==> config.mk <==
export PLATFORM = sky130hd
export DESIGN_NAME = wu_power_sched
export DESIGN_NICKNAME = d
export VERILOG_FILES = /design/src/rtl/wus_pkg.sv /design/src/rtl/wus_classify.sv /design/src/rtl/wus_pack.sv /design/src/rtl/wu_power_sched.sv
export SDC_FILE = /design/constraint.sdc
export NUM_CORES = 1
export LEC_CHECK = 0
export BUFFER_PORTS_ARGS = -buffer_cell sky130_fd_sc_hd__buf_2
export CORE_MARGIN = 10
export CORE_UTILIZATION = 62
export CTS_CLUSTER_DIAMETER = 100
export DETAILED_ROUTE_END_ITERATION = 8
export GPL_TIMING_DRIVEN = 0
export PLACE_DENSITY = 0.86
export SYNTH_ARGS = -nofsm -noshare
export SYNTH_HDL_FRONTEND = slang
export SYNTH_SLANG_ARGS = --single-unit
==> constraint.sdc <==
create_clock -name clk -period 28.8 [get_ports clk]
set_clock_uncertainty 0.05 [all_clocks]
set_input_delay 7.2 -clock clk [delete_from_list [all_inputs] [get_ports clk]]
set_output_delay 7.2 -clock clk [all_outputs]
set_load 0.02 [all_outputs]
==> src/rtl/wus_pkg.sv <==
package wus_pkg;
    typedef enum logic [1:0] {
        ST_IDLE  = 2'd0,
        ST_HEAVY = 2'd1,
        ST_LIGHT = 2'd2,
        ST_DONE  = 2'd3
    } wus_state_e;
endpackage

==> src/rtl/wus_classify.sv <==
module wus_classify #(
    parameter int N_UNITS = 8,
    parameter int PFX_W   = 2
) (
    input  logic [N_UNITS*PFX_W-1:0] codes,
    output logic [N_UNITS-1:0]       is_heavy,
    output logic [N_UNITS-1:0]       is_light,
    output logic [N_UNITS-1:0]       is_zero
);
    for (genvar u = 0; u < N_UNITS; u++) begin : g_unit
        logic [PFX_W-1:0] code;
        assign code        = codes[u*PFX_W +: PFX_W];
        assign is_zero[u]  = (code == '0);
        assign is_heavy[u] = (code == '1);
        assign is_light[u] = !is_zero[u] && !is_heavy[u];
    end
endmodule

==> src/rtl/wus_pack.sv <==
module wus_pack #(
    parameter int N_UNITS    = 8,
    parameter int BUDGET     = 16,
    parameter int COST_HEAVY = 16,
    parameter int COST_LIGHT = 8
) (
    input  logic               flip,
    input  logic [N_UNITS-1:0] heavy,
    input  logic [N_UNITS-1:0] light,
    output logic [N_UNITS-1:0] group
);
    localparam int COST_W = $clog2(BUDGET + 1) + 1;
    localparam logic [COST_W-1:0] LIMIT  = COST_W'(BUDGET);
    localparam logic [COST_W-1:0] CH_NRM = COST_W'(COST_HEAVY);
    localparam logic [COST_W-1:0] CL_NRM = COST_W'(COST_LIGHT);
    localparam logic [COST_W-1:0] CH_FLP = COST_W'(COST_HEAVY / 2);
    localparam logic [COST_W-1:0] CL_FLP = COST_W'(COST_LIGHT / 2);

    logic [COST_W-1:0] cost_h, cost_l;
    assign cost_h = flip ? CH_FLP : CH_NRM;
    assign cost_l = flip ? CL_FLP : CL_NRM;

    // Greedy fill: heavy class ascending, then light class ascending
    always_comb begin
        logic [COST_W-1:0] left;
        left  = LIMIT;
        group = '0;
        for (int i = 0; i < N_UNITS; i++) begin
            if (heavy[i] && (cost_h <= left)) begin
                group[i] = 1'b1;
                left     = left - cost_h;
            end
        end
        for (int i = 0; i < N_UNITS; i++) begin
            if (light[i] && (cost_l <= left)) begin
                group[i] = 1'b1;
                left     = left - cost_l;
            end
        end
    end
endmodule

==> src/rtl/wu_power_sched.sv <==
module wu_power_sched #(
    parameter int N_UNITS    = 8,
    parameter int PFX_W      = 2,
    parameter int BUDGET     = 16,
    parameter int COST_HEAVY = 16,
    parameter int COST_LIGHT = 8
) (
    input  logic                       clk,
    input  logic                       rst_n,
    input  logic                       start,
    input  logic                       flip_mode,
    input  logic [N_UNITS*PFX_W-1:0]   prefix_in,
    input  logic                       wr_ack,
    output logic                       issue_valid,
    output logic [N_UNITS-1:0]         issue_mask,
    output logic                       done
);
    import wus_pkg::*;

    localparam int LIGHT_PER = BUDGET / COST_LIGHT;

    typedef struct packed {
        wus_state_e         st;
        logic               flip;
        logic [N_UNITS-1:0] heavy;
        logic [N_UNITS-1:0] light;
        logic [N_UNITS-1:0] zero;
    } regs_t;

    regs_t q, d;

    logic [N_UNITS-1:0] new_h, new_l, new_z, grp;
    logic [N_UNITS-1:0] rem_h, rem_l;

    wus_classify #(.N_UNITS(N_UNITS), .PFX_W(PFX_W)) u_cls (
        .codes    (prefix_in),
        .is_heavy (new_h),
        .is_light (new_l),
        .is_zero  (new_z)
    );

    wus_pack #(
        .N_UNITS(N_UNITS), .BUDGET(BUDGET),
        .COST_HEAVY(COST_HEAVY), .COST_LIGHT(COST_LIGHT)
    ) u_pack (
        .flip  (q.flip),
        .heavy (q.heavy),
        .light (q.light),
        .group (grp)
    );

    function automatic wus_state_e pick_state(input logic [N_UNITS-1:0] h,
                                              input logic [N_UNITS-1:0] l);
        if (|h)      return ST_HEAVY;
        else if (|l) return ST_LIGHT;
        else         return ST_DONE;
    endfunction

    assign rem_h = q.heavy & ~grp;
    assign rem_l = q.light & ~grp;

    always_comb begin
        d = q;
        unique case (q.st)
            ST_IDLE: begin
                if (start) begin
                    d.flip  = flip_mode;
                    d.heavy = new_h;
                    d.light = new_l;
                    d.zero  = new_z;
                    d.st    = pick_state(new_h, new_l);
                end
            end
            ST_HEAVY, ST_LIGHT: begin
                if (wr_ack) begin
                    d.heavy = rem_h;
                    d.light = rem_l;
                    d.st    = pick_state(rem_h, rem_l);
                end
            end
            ST_DONE: d.st = ST_IDLE;
            default: d.st = ST_IDLE;
        endcase
    end

    always_ff @(posedge clk or negedge rst_n) begin
        if (!rst_n) begin
            q.st    <= ST_IDLE;
            q.flip  <= 1'b0;
            q.heavy <= '0;
            q.light <= '0;
            q.zero  <= '0;
        end else begin
            q <= d;
        end
    end

    assign issue_valid = (q.st == ST_HEAVY) || (q.st == ST_LIGHT);
    assign issue_mask  = issue_valid ? grp : '0;
    assign done        = (q.st == ST_DONE);

    // Power drawn by the presented group, summed independently of the packer
    logic [15:0] grp_cost;
    always_comb begin
        grp_cost = '0;
        for (int i = 0; i < N_UNITS; i++) begin
            if (issue_mask[i]) begin
                if (q.heavy[i]) grp_cost = grp_cost + 16'(q.flip ? COST_HEAVY/2 : COST_HEAVY);
                else            grp_cost = grp_cost + 16'(q.flip ? COST_LIGHT/2 : COST_LIGHT);
            end
        end
    end

    a_r6_budget: assert property (@(posedge clk) disable iff (!rst_n)
        issue_valid |-> (grp_cost <= 16'(BUDGET) && grp_cost != '0));
    a_r3_skip_zero: assert property (@(posedge clk) disable iff (!rst_n)
        issue_valid |-> ((issue_mask & q.zero) == '0));
    a_r4_heavy_alone: assert property (@(posedge clk) disable iff (!rst_n)
        (issue_valid && !q.flip && |(issue_mask & q.heavy)) |-> ($countones(issue_mask) == 1));
    a_r4_heavy_first: assert property (@(posedge clk) disable iff (!rst_n)
        (issue_valid && !q.flip && |q.heavy) |-> ((issue_mask & q.light) == '0));
    a_r5_pairs: assert property (@(posedge clk) disable iff (!rst_n)
        (issue_valid && !q.flip && !(|q.heavy)) |->
        ($countones(issue_mask) == (($countones(q.light) >= LIGHT_PER) ? LIGHT_PER : $countones(q.light))));
    a_r7_hold: assert property (@(posedge clk) disable iff (!rst_n)
        (issue_valid && !wr_ack) |=> (issue_valid && $stable(issue_mask)));
    a_r8_done_pulse: assert property (@(posedge clk) disable iff (!rst_n)
        done |=> (!done && !issue_valid));
    a_r8_exclusive: assert property (@(posedge clk) disable iff (!rst_n)
        !(done && issue_valid));
endmodule

==> results.yml, run 1 <==
yosys:
  synthFlopType: "dfrtp_1"
  ys_warn_count: 0
  syn_avg_cell_area_sq_um: 8.44
  syn_area_sq_um: 3570
  syn_nets: 492
  postSynthCellCount: 423
  yosysSeqAreaShare_pct: 13.3
  synth_cell_types: 85
  ys_ff_latch: 19
  async_reset_ff_share_pct: 100
  synth_edf_count: 0
worst_setup_path:
  start_kind: "flip-flop"
  path_class: "reg2out"
  cp.arrival_ns: 20.33
  required_ns: 21.55
  path_max_fanout: 39
  cp_slowest_stage_delay_ns: 0.71
  crit_path_end_kind: "primary output"
  cp_common_cell: "ha_1"
  cpMaxStageDelayCell: "dfrtp_4"
routing:
  final_antenna_net_count: 0
  highest_layer: "met4"
  wl_met3_microns: 632
  first_pass_iters: 5
  via_per_inst: 6.70
  met1_length_microns: 4120
  drt-total-wl_microns: 9620
  vias: 3550
  wl_met2_microns: 4680
  drt_iter0_markers: 278
  drc: 0
  wl_per_cell_microns: 18.2
clock_network:
  htreeDepth: 1
  clkLatencyLatePin_ns: 0.26
  cts_tree: "yes"
  clock-sinks: 19
  clock_path_buffers: 2
  cts_buffers: 3
  root_buffer: "clkbuf_8"
  clk_pin_slew_ns: 0.07
min_path:
  hold_path_class: "reg2reg"
die:
  num_rows: 27
  start_util_pct: 64.5
  die_area_sq_um: 9190
  ioPinCount: 31
  die_x_microns: 95.9
  coreArea_sq_um: 5540
  die_y_microns: 95.9
final_layout:
  nets: 528
  layout_common_cells: "36 x ha_1, 35 x nand2_1, 31 x buf_2, 30 x nor2_1, 28 x inv_1"
  largestRegisters: "q (19)"
  largest-register: "q"
  largest_register_ffs: 19
  final_layout_size_suffix_gt1_share_pct: 17.5
  area_delta_synth_final_pct: 9.11
  final_common_cell: "ha_1"
  diodes: 0
global_routing:
  grt_max_degree: 40
  antenna_found_initial: 0
  grt_remaining_overflow: 0
  grt_use_total_pct: 21.3
  grt_pass1_vias: 3493
  grt_first_pass_wirelength_microns: 16200
place:
  routabilityCongestion: 0.940
  port_buffers: 30
  dp_hpwl_microns: 7760
timing:
  fin_crit_sh_pct: 95.8
  period_minus_slack_ns: 27.58
  hold_viol_final: 0
  finalMaxSlewViolations: 0
  timing.fmax_ghz: 0.0363
  finalSetupViolCount: 0
  worst_pin_slew_ns: 0.595
  rsz0062_at_grt: "no"
  setup_tns_ns: 0
  slew_headroom_pct: 60.3
outcome:
  status: "finished clean"
flow_run:
  max-cap-violations: 0
timing repair:
action / CTS / global route
endpoints found under the setup margin: 1 / 2
buffers inserted: 0 / 1
pin swaps: 0 / 1
gates resized for setup: 1 / 7
hold buffers: 0 / 0
gates cloned: 0 / 0
final cells by class:
| class | count | area, sq um |
|---|---|---|
| plain buffers | 9 | 46.3 |
| clock buffers | 4 | 45.0 |
| fillers | 471 | 1640 |
| inverters | 28 | 105 |
| multi-input cells | 367 | 2970 |
| flip-flops and latches | 19 | 479 |
| well taps | 72 | 90.1 |
| repair buffers | 31 | 158 |
worst max-delay path: cells and delay by family (launching register included):
kind                       cells  cell delay [ns]
DFF                            1             0.71
muxes                          8             2.95
adders and majority gates     18             5.51
and+or+nand+nor               20             3.25
buffers and inverters          5             0.44
AOI/OAI and AO/OA             28             6.84
xor gates and xnor gates       2             0.32
final timing paths:
check | startpoint | end | slack, ns | cells after the start
max | q[24] | issue_mask[7] | 1.22 | 81
min | q[26] | q[26] | 0.52 | 1
max reg2reg | q[24] | q[25] | 8.39 | 82
min reg2reg | q[26] | q[26] | 0.52 | 1
max in group asynchronous | rst_n | q[24] | 21.56 | 1
min in group asynchronous | rst_n | q[26] | 6.81 | 1
per-stage QoR:
stage | util, % | cell area (sq um) | setup WS [ns] | instances | hold slack, ns
after floorplan | - | 3570 | 3.01 | 423 | 0.431
after global routing | 70.3 | 3900 | 0.0115 | 530 | 0.536
final | 70.3 | 3900 | 1.22 | 530 | 0.516
after global placement | 68.8 | 3810 | 0.293 | 525 | 0.479
after detailed placement | 68.8 | 3810 | 0.347 | 525 | 0.489
after CTS | 69.7 | 3860 | 0.107 | 529 | 0.509
cells in the mapped netlist, drive strengths merged, types with 3 or more instances:
library cell   n  share of area, %
o21ai         12               1.8
a211o          3              0.74
buf            3              0.67
dfrtp         19                13
clkbuf         6              0.63
o211ai        10               2.2
mux2i         13               3.6
nand2         36               3.9
o21a           4              0.84
o31ai          6               1.6
and3           8               1.7
nor4           5              0.88
nor2b          7               1.2
and2           3              0.53
mux2          15               4.7
nand4          4              0.70
a22oi          6               1.3
o22ai          4              0.70
fa            12               6.7
a21oi         24               3.5
a22o          14               3.4
a221o          5               1.4
inv           28               2.9
nor2          32               3.5
o2111ai        3              0.74
ha            36                13
nand3         12               1.7
nand2b        18               3.2
o21bai         3              0.63
nor3          10               1.4
a21o           9               1.9
a211oi         5               1.7
xnor2          3              0.95
routing by layer:
| metal | vias to the layer above | global-route usage [%] |
|---|---|---|
| met3 | 24 | 2.41 |
| met2 | 148 | 38.0 |
| met1 | 1684 | 26.8 |
| met4 | 0 | 4.67 |
| met5 | - | 0 |
| li1 | 1694 | - |
cell families after synthesis:
| group | count (synthesis) | share of synthesized area (%) |
|---|---|---|
| XOR/XNOR | 5 | 1.65 |
| multiplexers | 28 | 8.37 |
| AO/OA/AOI/OAI | 134 | 30.1 |
| adder cells (fa/ha/maj) | 48 | 19.3 |
| buffers and inverters | 37 | 4.24 |
| AND/OR/NAND/NOR | 152 | 23.0 |
| flip-flops | 19 | 13.3 |
Power of run 1 is left out: the tool's default activity adds up to more than one toggle a clock period on the data nets, which glitch-free logic cannot reach.
==> inputs of run 2 (changes only) <==
Settings changed: CORE_MARGIN 10 to default.
==> run 2 against run 1 <==
Register-to-register slack better by 0.23 ns. Critical endpoint unchanged. Fmax up 0.82%. Flip-flop and latch count did not move. Global-route usage is 10 points higher. First-iteration DRC count shrank 23%. Critical path type unchanged. Sequential share of layout area about the same. Final area up 0.13%. Clock-buffer cell count did not move. Worst setup slack better by 0.22 ns.
==> results.yml, run 2 (synthesis gave the netlist of run 1 again) <==
outcome:
  status: "finished clean"
place:
  routabilityCongestion: 0.968
  dp_hpwl_microns: 7450
  dpl_cell_area_sq_um: 3810
  dp_slack_ns: 0.580
  port_buffers: 30
routing:
  final_antenna_net_count: 0
  drt-total-wl_microns: 9370
  drc: 0
  vias: 3571
  via_per_inst: 6.70
  first_pass_iters: 5
  drt_iter0_markers: 214
  wl_per_cell_microns: 17.6
timing:
  timing.fmax_ghz: 0.0365
  setup_tns_ns: 0
  slew_headroom_pct: 61.5
  finalMaxSlewViolations: 0
  fin_crit_sh_pct: 95.0
  finalSetupViolCount: 0
  period_minus_slack_ns: 27.36
  hold_viol_final: 0
  rsz0062_at_grt: "no"
  setup_ws_ns: 1.44
  worst_pin_slew_ns: 0.578
final_layout:
  fin_area_sq_um: 3900
  largestRegisters: "q (19)"
  final_layout_size_suffix_gt1_share_pct: 17.8
  largest-register: "q"
  nets: 531
  diodes: 0
  area_delta_synth_final_pct: 9.25
  final_common_cell: "ha_1"
  largest_register_ffs: 19
  layout_common_cells: "36 x ha_1, 35 x nand2_1, 31 x buf_2, 30 x nor2_1, 28 x inv_1"
  fill_cells: 442
global_routing:
  grt_first_pass_wirelength_microns: 15400
  antenna_found_initial: 0
  grt_remaining_overflow: 0
  grt_max_degree: 40
  grt_pass1_vias: 3419
  grt_use_total_pct: 31.3
die:
  coreArea_sq_um: 5540
  ioPinCount: 31
  num_rows: 27
  die_area_sq_um: 6070
  start_util_pct: 64.5
  die_y_microns: 77.9
  die_x_microns: 77.9
worst_setup_path:
  r2r-start: "q[24]"
  cp_slowest_stage_delay_ns: 0.70
  path_max_fanout: 39
  crit_path_end_kind: "primary output"
  critPathBufInv: 4
  start_kind: "flip-flop"
  cp.arrival_ns: 20.11
  cp_common_cell: "ha_1"
  cpMaxStageDelayCell: "dfrtp_4"
  path_class: "reg2out"
  reg2reg_slack_ns: 8.62
  required_ns: 21.55
  reg2reg_to: "q[26]"
  r2r_cells: 78
  critPathTopFamily: "compound AO/OA/AOI/OAI gates"
clock_network:
  clk_pin_slew_ns: 0.07
  clkLatencyLatePin_ns: 0.25
  htreeDepth: 1
  root_buffer: "clkbuf_8"
  cts_tree: "yes"
  clock_path_buffers: 2
  clock-sinks: 19
  cts_buffers: 3
min_path:
  hp-start: "q[25]"
  whs_endpoint: "q[25]"
  hold_path_class: "reg2reg"
  whs_path_depth: 2
flow_run:
  max-cap-violations: 0
[run 2: worst max path at each step]
| stage | from | to | slack, ns | cells after the start |
|---|---|---|---|---|
| floorplan | q[24] | issue_mask[7] | 3.01 | 77 |
| global placement | q[24] | issue_mask[7] | 0.36 | 83 |
| detailed placement | q[24] | issue_mask[7] | 0.58 | 83 |
| CTS | q[24] | issue_mask[7] | 0.21 | 83 |
| global route | q[24] | issue_mask[7] | 0.06 | 85 |
| finish | q[24] | issue_mask[7] | 1.44 | 79 |
[run 2: worst register-to-register path, delay by kind of cell (launching register included)]
| kind | cells | cell delay [ns] |
|---|---|---|
| AOI/OAI and AO/OA | 28 | 6.96 |
| adders and majority gates | 17 | 5.34 |
| muxes | 9 | 3.33 |
| and+or+nand+nor | 20 | 3.29 |
| DFF | 1 | 0.70 |
| buffers and inverters | 3 | 0.22 |
| xor gates and xnor gates | 1 | 0.16 |
[run 2: final cells by class]
class / instances / area (sq um) / share of cell area, %
inverters: 28 / 105 / 2.69
flip-flops and latches: 19 / 479 / 12.3
plain buffers: 9 / 46.3 / 1.19
well taps: 72 / 90.1 / 2.31
clock buffers: 4 / 45.0 / 1.15
repair buffers: 34 / 180 / 4.62
multi-input cells: 367 / 2960 / 75.8
[run 2: what timing repair did]
action / 4_1_cts / 5_1_grt
gates resized for setup: 0 / 6
hold buffers: 0 / 0
buffers inserted: 0 / 4
setup endpoints to repair: 0 / 2
[run 2: stage by stage]
step / cells / utilization (%) / hold WS (ns)
global placement: 525 / 68.8 / 0.480
global route: 533 / 70.4 / 0.530
CTS: 529 / 69.6 / 0.510
floorplan: 423 / - / 0.431
finish: 533 / 70.4 / 0.506
detailed placement: 525 / 68.8 / 0.493
[run 2: routing by layer]
metal,GRT usage [%],routed length [microns],part of all wire (%),vias to the layer above
li1,-,-,-,1695
met1,40.7,4060,43,1710
met2,55.1,4460,48,141
met3,2.59,591,6.3,25
met4,9.26,258,2.8,0
met5,0,0,0,-
Power of run 2 is left out for the same reason.
==> inputs of run 3 (changes only) <==
Settings changed: CORE_UTILIZATION 62 to 45, PLACE_DENSITY 0.86 to 0.67.
==> run 3 against run 2 <==
Final area up 1.7%. Highest routed layer unchanged. Register-to-register slack improved by 0.12 ns. Global-route usage decreased by 7.5 points. Clock-buffer cell count fell by 1. Worst setup slack improved by 0.11 ns. First-iteration DRC count shrank 36%. Sequential share of layout area fell by 0.21 points. Worst hold slack lost 0.0022 ns. Critical path type unchanged. Core utilization is 19 points lower. Critical endpoint unchanged.
==> results.yml, run 3 (synthesis gave the netlist of run 1 again) <==
outcome:
  status: "finished clean"
place:
  port_buffers: 30
  routabilityCongestion: 0.894
  dpl_cell_area_sq_um: 3850
  dp_hpwl_microns: 7770
  dp_cells: 555
routing:
  vias: 3496
  first_pass_iters: 5
  wl_per_cell_microns: 17.0
  drc: 0
  via_per_inst: 6.22
  drt-total-wl_microns: 9560
  final_antenna_net_count: 0
  drt_iter0_markers: 138
timing:
  finalMaxSlewViolations: 0
  slew_headroom_pct: 64.2
  finalSetupViolCount: 0
  fin_crit_sh_pct: 94.6
  timing.fmax_ghz: 0.0367
  period_minus_slack_ns: 27.25
  hold_viol_final: 0
  rsz0062_at_grt: "no"
  worst_pin_slew_ns: 0.537
global_routing:
  grt_use_total_pct: 23.9
  grt_max_degree: 40
  grt_remaining_overflow: 0
  grt_first_pass_wirelength_microns: 16200
  antenna_found_initial: 0
  grt_pass1_vias: 3454
worst_setup_path:
  cp.arrival_ns: 20.00
  path_max_fanout: 6
  cp_slowest_stage_delay_ns: 0.49
  crit_path_end_kind: "primary output"
  r2r-start: "q[16]"
  critPathBufInv: 6
  path_class: "reg2out"
  required_ns: 21.55
  critPathTopFamily: "compound AO/OA/AOI/OAI gates"
  cp_common_cell: "ha_1"
  critPathLaunch: "q[16]"
  start_kind: "flip-flop"
  cpMaxStageDelayCell: "fa_1"
final_layout:
  diodes: 0
  final_cells: 562
  final_layout_size_suffix_gt1_share_pct: 17.8
  layout_common_cells: "36 x ha_1, 35 x nand2_1, 31 x buf_2, 30 x nor2_1, 28 x inv_1"
  area_delta_synth_final_pct: 11.1
  final_common_cell: "ha_1"
  nets: 530
  largest_register_ffs: 19
  fill_cells: 761
  largestRegisters: "q (19)"
  largest-register: "q"
  fin_area_sq_um: 3970
die:
  ioPinCount: 31
  die_x_microns: 91.1
  num_rows: 32
  coreArea_sq_um: 7690
  die_y_microns: 91.1
  die_area_sq_um: 8300
  start_util_pct: 46.5
clock_network:
  clock_path_buffers: 2
  clkLatencyLatePin_ns: 0.27
  clock-sinks: 19
  cts_tree: "yes"
  clk_pin_slew_ns: 0.08
  htreeDepth: 1
  cts_buffers: 3
  root_buffer: "clkbuf_8"
  ctsHoldBuffers: 0
min_path:
  hold_path_class: "reg2reg"
  hp-start: "q[26]"
flow_run:
  max-cap-violations: 0
run 3: repair_timing:
action,in CTS,in global routing
buffers inserted,0,3
setup endpoints to repair,1,2
resized for setup,1,7
pin swaps,0,1
run 3: area by class of cell:
class	count	area, sq um	area share (%)
multi-input combinational	367	2980	75.1
sequential	19	479	12.1
timing repair buffer	33	185	4.67
tap	102	128	3.22
inverter	28	105	2.65
buffer	9	46.3	1.17
clock buffer	3	41.3	1.04
clock inverter	1	5.00	0.126
run 3: routing by layer:
| metal | track usage, % | up-vias | routed length [microns] |
|---|---|---|---|
| met5 | 0 | - | 0 |
| li1 | - | 1704 | - |
| met1 | 32.2 | 1675 | 4220 |
| met4 | 5.95 | 0 | 201 |
| met3 | 3.27 | 18 | 541 |
| met2 | 40.2 | 99 | 4600 |
run 3: through the flow:
step | hold slack, ns | setup WS, ns | setup TNS, ns | util, %
after CTS | 0.505 | 0.131 | 0 | 50.7
after global routing | 0.514 | 0.0356 | 0 | 51.6
after floorplan | 0.431 | 3.01 | 0 | -
after global placement | 0.476 | -0.0118 | -0.0118 | 50.1
after detailed placement | 0.486 | 0.301 | 0 | 50.1
final | 0.504 | 1.55 | 0 | 51.6
run 3: final timing paths:
kind | end | slack (ns) | cells past startpoint
worst max-delay path | issue_mask[7] | 1.55 | 79
worst min-delay path | q[26] | 0.50 | 1
worst max register to register | q[25] | 8.74 | 79
worst min register to register | q[26] | 0.50 | 1
max in group asynchronous | q[24] | 21.55 | 1
min in group asynchronous | q[24] | 6.81 | 1
Power of run 3 is left out for the same reason.
